`src/rtl/patt_pkg.sv`:
```
package patt_pkg;
   localparam int LANE_W = 32;

   typedef enum logic [7:0] {
      OFF_LEN = 8'h00,
      OFF_CMD = 8'h04,
      OFF_RST = 8'h08,
      OFF_FST = 8'h0C,
      OFF_RXN = 8'h10
   } loc_off_e;

   localparam int CMD_GO_BIT    = 0;
   localparam int CMD_NOCHK_BIT = 1;
   localparam int RST_SOFT_BIT  = 0;
   localparam int RST_IRQ_BIT   = 8;
   localparam int FST_FULL_BIT  = 24;
endpackage

```
`src/rtl/patt_word.sv`:
```
module patt_word #(
   parameter int DW = 256
) (
   input  logic [31:0]   idx,
   output logic [DW-1:0] word
);
   import patt_pkg::*;
   localparam int LANES = DW / LANE_W;

   // each lane k of word n carries 8n+k
   for (genvar k = 0; k < LANES; k++) begin : g_lane
      assign word[k*LANE_W +: LANE_W] = {idx[28:0], 3'b000} + 32'(k);
   end
endmodule

```
`src/rtl/patt_gen.sv`:
```
module patt_gen #(
   parameter int DW = 256
) (
   input  logic          clk,
   input  logic          rst_n,
   input  logic [31:0]   len,
   input  logic          go,
   input  logic          clr,
   input  logic          halt,
   input  logic          full,
   output logic          busy,
   output logic [31:0]   cnt,
   output logic          wr_en,
   output logic [DW-1:0] wr_data
);
   logic [31:0] cnt_nx;

   assign wr_en  = busy & ~full;
   assign cnt_nx = cnt + 32'd1;

   patt_word #(.DW(DW)) u_word (.idx(cnt), .word(wr_data));

   always_ff @(posedge clk or negedge rst_n) begin
      if (!rst_n) begin
         busy <= 1'b0;
         cnt  <= '0;
      end else begin
         if (wr_en) begin
            cnt <= cnt_nx;
            if (cnt_nx == len) busy <= 1'b0;
         end
         if (clr)  cnt  <= '0;
         if (halt) busy <= 1'b0;
         if (go)   busy <= 1'b1;
      end
   end
endmodule

```
`src/rtl/patt_chk.sv`:
```
module patt_chk #(
   parameter int DW = 256
) (
   input  logic          clk,
   input  logic          rst_n,
   input  logic          empty,
   input  logic [DW-1:0] rd_data,
   input  logic          nochk,
   input  logic          clr_cnt,
   input  logic          clr_err,
   output logic          rd_en,
   output logic [31:0]   cnt,
   output logic          err
);
   logic          pend;
   logic [DW-1:0] exp_word;

   assign rd_en = ~empty;

   patt_word #(.DW(DW)) u_word (.idx(cnt), .word(exp_word));

   always_ff @(posedge clk or negedge rst_n) begin
      if (!rst_n) begin
         pend <= 1'b0;
         cnt  <= '0;
         err  <= 1'b0;
      end else begin
         pend <= rd_en;
         if (pend) begin
            cnt <= cnt + 32'd1;
            if (!nochk && rd_data != exp_word) err <= 1'b1;
         end
         if (clr_cnt) cnt <= '0;
         if (clr_err) err <= 1'b0;
      end
   end
endmodule

```
`src/rtl/patt_regbank.sv`:
```
module patt_regbank #(
   parameter int DW       = 256,
   parameter int AW       = 16,
   parameter int RDCNT_W  = 11,
   parameter int LAST_W   = 5,
   parameter int LOC_PAGE = 'h10
) (
   input  logic               clk,
   input  logic               rst_n,
   input  logic               bus_wr_en,
   input  logic               bus_rd_req,
   input  logic [AW-1:0]      bus_addr,
   input  logic [31:0]        bus_wr_data,
   input  logic [3:0]         bus_be,
   output logic [31:0]        bus_rd_data,
   output logic               bus_rd_valid,
   output logic               eng_wr_en,
   input  logic [31:0]        eng_rd_data,
   input  logic               conn_on,
   input  logic               timer_irq,
   input  logic               tx_full,
   output logic               tx_wr_en,
   output logic [DW-1:0]      tx_wr_data,
   input  logic               rx_empty,
   output logic               rx_rd_en,
   input  logic [DW-1:0]      rx_rd_data,
   input  logic [RDCNT_W-1:0] rx_rd_cnt,
   input  logic [LAST_W-1:0]  rx_last_cnt
);
   import patt_pkg::*;

   localparam int PG_W = AW - 8;

   if (DW < LANE_W || (DW % LANE_W) != 0) begin : g_bad_dw
      $error("DW must be a positive multiple of the lane width");
   end
   if (AW < 13) begin : g_bad_aw
      $error("AW too narrow for the local page");
   end
   if (RDCNT_W + LAST_W > FST_FULL_BIT) begin : g_bad_fst
      $error("FIFO count fields overlap the full bit");
   end

   logic [PG_W-1:0] page;
   logic [7:0]      off;
   logic            eng_hit, loc_hit;
   logic            len_wr, cmd_wr, rst_wr;
   logic            soft_rst, go;
   logic [31:0]     len_q;
   logic            nochk_q, irq_q;
   logic            busy, err_q;
   logic [31:0]     tx_cnt, rx_cnt;
   logic [31:0]     fst_word, rd_mux;
   logic            unused_be;

   assign unused_be = ^bus_be;

   assign page    = bus_addr[AW-1:8];
   assign off     = bus_addr[7:0];
   assign eng_hit = (page == '0);
   assign loc_hit = (page == PG_W'(LOC_PAGE));

   assign eng_wr_en = bus_wr_en & eng_hit;
   assign len_wr    = bus_wr_en & loc_hit & (off == OFF_LEN);
   assign cmd_wr    = bus_wr_en & loc_hit & (off == OFF_CMD);
   assign rst_wr    = bus_wr_en & loc_hit & (off == OFF_RST);
   assign soft_rst  = rst_wr & bus_wr_data[RST_SOFT_BIT];
   assign go        = cmd_wr & bus_wr_data[CMD_GO_BIT];

   always_ff @(posedge clk or negedge rst_n) begin
      if (!rst_n) begin
         len_q   <= '0;
         nochk_q <= 1'b0;
         irq_q   <= 1'b0;
      end else begin
         if (len_wr) len_q   <= bus_wr_data;
         if (cmd_wr) nochk_q <= bus_wr_data[CMD_NOCHK_BIT];
         if (rst_wr && bus_wr_data[RST_IRQ_BIT]) irq_q <= 1'b0;
         if (timer_irq) irq_q <= 1'b1;
      end
   end

   patt_gen #(.DW(DW)) u_gen (
      .clk     (clk),
      .rst_n   (rst_n),
      .len     (len_q),
      .go      (go),
      .clr     (cmd_wr | soft_rst),
      .halt    (soft_rst),
      .full    (tx_full),
      .busy    (busy),
      .cnt     (tx_cnt),
      .wr_en   (tx_wr_en),
      .wr_data (tx_wr_data)
   );

   patt_chk #(.DW(DW)) u_chk (
      .clk     (clk),
      .rst_n   (rst_n),
      .empty   (rx_empty),
      .rd_data (rx_rd_data),
      .nochk   (nochk_q),
      .clr_cnt (cmd_wr | soft_rst),
      .clr_err (go | soft_rst),
      .rd_en   (rx_rd_en),
      .cnt     (rx_cnt),
      .err     (err_q)
   );

   always_comb begin
      fst_word = '0;
      fst_word[LAST_W-1:0]        = rx_last_cnt;
      fst_word[LAST_W +: RDCNT_W] = rx_rd_cnt;
      fst_word[FST_FULL_BIT]      = tx_full;
   end

   always_comb begin
      rd_mux = '0;
      if (eng_hit) begin
         rd_mux = eng_rd_data;
      end else if (loc_hit) begin
         case (off)
            OFF_LEN: rd_mux = tx_cnt;
            OFF_CMD: rd_mux = {29'd0, conn_on, err_q, busy};
            OFF_RST: rd_mux[RST_IRQ_BIT] = irq_q;
            OFF_FST: rd_mux = fst_word;
            OFF_RXN: rd_mux = rx_cnt;
            default: rd_mux = '0;
         endcase
      end
   end

   always_ff @(posedge clk or negedge rst_n) begin
      if (!rst_n) begin
         bus_rd_data  <= '0;
         bus_rd_valid <= 1'b0;
      end else begin
         bus_rd_valid <= bus_rd_req;
         if (bus_rd_req) bus_rd_data <= rd_mux;
      end
   end
endmodule

```
`config.mk`:
```
export PLATFORM = sky130hd
export DESIGN_NAME = patt_regbank
export DESIGN_NICKNAME = d
export VERILOG_FILES = /design/src/rtl/patt_pkg.sv /design/src/rtl/patt_word.sv /design/src/rtl/patt_gen.sv /design/src/rtl/patt_chk.sv /design/src/rtl/patt_regbank.sv
export SDC_FILE = /design/constraint.sdc
export NUM_CORES = 1
export LEC_CHECK = 0
export ABC_AREA = 1
export CORE_AREA = 2 2 258 260
export DETAILED_ROUTE_END_ITERATION = 16
export DIE_AREA = 0 0 260 262
export PLACE_DENSITY_LB_ADDON = 0.2
export SLEW_MARGIN = 5
export SYNTH_ARGS = -nofsm -noshare
export SYNTH_HDL_FRONTEND = slang
export SYNTH_SLANG_ARGS = --single-unit
```
`constraint.sdc`:
```
create_clock -name clk -period 5.4 [get_ports clk]
set_input_delay 1.08 -clock clk [delete_from_list [all_inputs] [get_ports clk]]
set_output_delay 1.08 -clock clk [all_outputs]
set_load 0.02 [all_outputs]
```
==> metrics.md <==
| Metric | Value |
|---|---|
| Clock-pin slew on the worst setup and hold paths | 0.06 ns |
| Setup CP Type | input port to output pin |
| Top Ports | 656 |
| Mapped Area | 12,900 sq um |
| Multi-input logic area | 6820 sq um |
| Htree depth | 4 |
| Die X | 260 microns |
| Async set-reset flop share out of synthesis | 100% |
| Site Rows | 94 |
| Initial Util | 19.7% |
| Post_cts resized | 0 |
| Ratio of cells with drive above 1 in the final layout | 4.99% |
| Vias per cell | 4.25 |
| Register area | 3350 sq um |
| Filler cell count | 7,024 |
| Ys Warns | 0 |
| Worst Hold Class | flip-flop to flip-flop |
| Worst-case headroom to the max-slew limit | 30.6% |
| Outcome | finished, final reports clean |
| FF+latch count, synth | 134 |
| Total CTS buffers | 17 |
| Antenna Violating Nets Remaining | 0 |
| Clk_lat worst skew | 0.46 ns |
| Max Freq | 0.236 GHz |
| Gp weighted congestion | 0.887 |
| Post-Synthesis Cells | 1,830 |
| DRC violations left | 0 |
| Final hold violation count | 0 |
| Lkg Pwr | 7.54 nW |
| Placed Area | 18,200 sq um |
| CTS Sinks | 134 |
| Vias in the first global route | 13.3k |
| Slew @ Worst Pin | 1.04 ns |
| Top FF cell, synth | dfrtp_1 |
| Layout Nets | 2,558 |
| HPWL Detailed | 52,300 microns |
| Setup_tns | 0 ns |
| First DRT Iteration DRCs | 723 |
| Number of hold buffers added after CTS | 0 |
| Worst setup SP type | input port |
| Initial antenna violation count | 6 |
| Die area | 68,100 sq um |
| P per Cell Area | 274 nW/um^2 |
| CP endpoint kind | output pin |
| # setup viols final | 0 |
| First-pass GRT wire length | 90,800 microns |
| Max-slew violations | 0 |
| Syn avg cell area | 7.03 sq um |
| CTS tree | built |
| Synth unique cells | 48 |
| Post-CTS Setup Repair Bufs | 0 |
| Number of synthesized flops with an enable pin | 0 |
| Port bufs | 627 |
| Die Ht | 262 microns |
| CP Data Arrival Time | 3.16 ns |
| Crit share post-route | 78.5% |
| Sequential fraction of the synthesis area | 26.1% |
| DRT Pass-1 Iters | 5 |
| Layout area overhead | 46.4% |
| CTS Buffer Depth | 2 |
| Clock Skews | 0.0110 ns |
| Largest net degree at the start of global routing | 58 |
| Worst-path fanout max | 2 |
| GRT Util Overall | 18.4% |
| Post-route cell area | 18,800 sq um |
| Core Area | 65,300 sq um |
| Wire per inst | 21.2 microns |
| RSZ-0062 raised after global routing | no |
| Detailed Route WL | 65,100 microns |
| Root Buffer | clkbuf_16 |
| Min Clock Period, post-route | 4.24 ns |
| Fin util | 28.9% |
| MaxCap Viol Count | 0 |
| IR drop worst, VDD | 0.000185 V |
| Worst path required time | 4.32 ns |
| Vias | 13.1k |
| Gr ovfl total | 0 |
-- cells by family after synthesis --
group,synth area share (%)
compound gates,9.64
xor+xnor,15.1
fa+ha+maj,0.195
buf+inv,21.7
flops,26.1
mux,0.613
other cells,0.0584
simple gates,26.6
-- worst max-delay path: stages --
cell and delay [ns]:
clkdlybuf4s50_1 0.43, or3_1 0.47, nor3_4 0.36, and2_1 0.19, clkdlybuf4s50_1 0.61
-- state kept, by name, indices dropped and copies added, names as in the netlist, 32 cells and up --
name / count
u_gen.cnt: 32
bus_rd_data: 32
len_q: 32
u_chk.cnt: 32
-- per-layer routing --
metal	part of all wire, %	track usage (%)	up-vias
met5	0.042	0	-
met4	2.0	5.75	4
met3	5.9	3.87	50
met2	52	34.2	452
met1	40	21.0	6225
li1	-	-	6327
-- worst paths after layout --
check | to | slack [ns] | depth (start not counted) | start
setup / recovery | eng_wr_en | 1.16 | 5 | bus_addr[13]
hold / removal | irq_q | 0.48 | 1 | irq_q
setup reg to reg | u_gen.busy | 2.39 | 13 | u_gen.cnt[12]
hold reg to reg | irq_q | 0.48 | 1 | irq_q
max in group asynchronous | u_chk.cnt[7] | 3.70 | 2 | rst_n
min in group asynchronous | len_q[10] | 0.58 | 1 | rst_n
-- Yosys cell counts (2+ instances only) --
| cell type | instances | area, sq um |
|---|---|---|
| o21ai_0 | 35 | 175 |
| ha_1 | 2 | 25.0 |
| nor3b_1 | 2 | 15.0 |
| nor3_1 | 24 | 120 |
| a21oi_1 | 83 | 415 |
| or2_2 | 18 | 113 |
| buf_2 | 30 | 150 |
| a22oi_1 | 15 | 113 |
| mux2_1 | 7 | 78.8 |
| nor2_4 | 5 | 56.3 |
| dfrtp_1 | 134 | 3350 |
| nand3b_1 | 9 | 67.6 |
| and2_1 | 3 | 18.8 |
| a221oi_1 | 2 | 17.5 |
| xor2_1 | 40 | 350 |
| buf_4 | 261 | 1960 |
| o21a_1 | 2 | 15.0 |
| nand4_1 | 63 | 394 |
| conb_1 | 2 | 7.51 |
| a211oi_1 | 2 | 15.0 |
| clkbuf_1 | 30 | 113 |
| inv_2 | 12 | 45.0 |
| a31oi_1 | 2 | 12.5 |
| nor2_2 | 7 | 43.8 |
| nor2_1 | 190 | 713 |
| xnor2_1 | 182 | 1590 |
| nand3_1 | 88 | 440 |
| nand2_2 | 7 | 43.8 |
| clkinv_1 | 2 | 7.51 |
| inv_1 | 131 | 492 |
| nand2_1 | 343 | 1290 |
| o22ai_1 | 30 | 188 |
| o21ai_1 | 52 | 260 |
-- cell type report --
cell class | instances | area share [%]
multi-input combinational | 1249 | 36.2
timing repair buffer | 644 | 34.0
sequential | 134 | 17.8
tap | 864 | 5.74
inverter | 146 | 2.92
clock buffer | 20 | 2.48
clock inverter | 12 | 0.804
antenna | 4 | 0.0531
-- power breakdown --
part / switching, W / total (W) / internal, W
registers: 0.000442 / 0.00153 / 0.00109
clock network: 0.000508 / 0.00127 / 0.000760
logic: 0.00118 / 0.00237 / 0.00119
-- metrics by stage --
stage          hold slack (ns)  cells  total power [W]  worst slack, ns
6_report                 0.485   3073          0.00516             1.16
5_1_grt                  0.501   3073          0.00543             1.05
4_1_cts                  0.488   3069          0.00523             1.04
3_5_place_dp             0.474   3037          0.00393             1.04
3_3_place_gp             0.466   3037          0.00391             1.06
2_1_floorplan            0.453   1852          0.00307             2.00
-- layout by cell type (no fill, tap or decap), types with 3 or more instances in the layout --
master / Yosys / routed
clkbuf_8: 0 / 3
clkinvlp_4: 0 / 5
diode_2: 0 / 4
clkbuf_16: 0 / 17
xnor2_1: 182 / 182
nand3_1: 88 / 87
o21ai_1: 52 / 52
conb_1: 2 / 24
o21ai_0: 35 / 35
inv_1: 131 / 131
nand2_2: 7 / 7
a21oi_1: 83 / 83
xor2_1: 40 / 40
nor2_2: 7 / 8
o22ai_1: 30 / 30
inv_2: 12 / 12
dfrtp_1: 134 / 134
a22oi_1: 15 / 15
nand4_1: 63 / 63
nor2_1: 190 / 189
clkinv_2: 0 / 3
and2_1: 3 / 3
nand2_1: 343 / 343
bufinv_16: 0 / 3
mux2_1: 7 / 7
buf_4: 261 / 17
or2_2: 18 / 18
clkdlybuf4s50_1: 0 / 626
nor2_4: 5 / 5
nor3_1: 24 / 24
nand3b_1: 9 / 9
No activity file was read; power rests on OpenSTA's default activity.
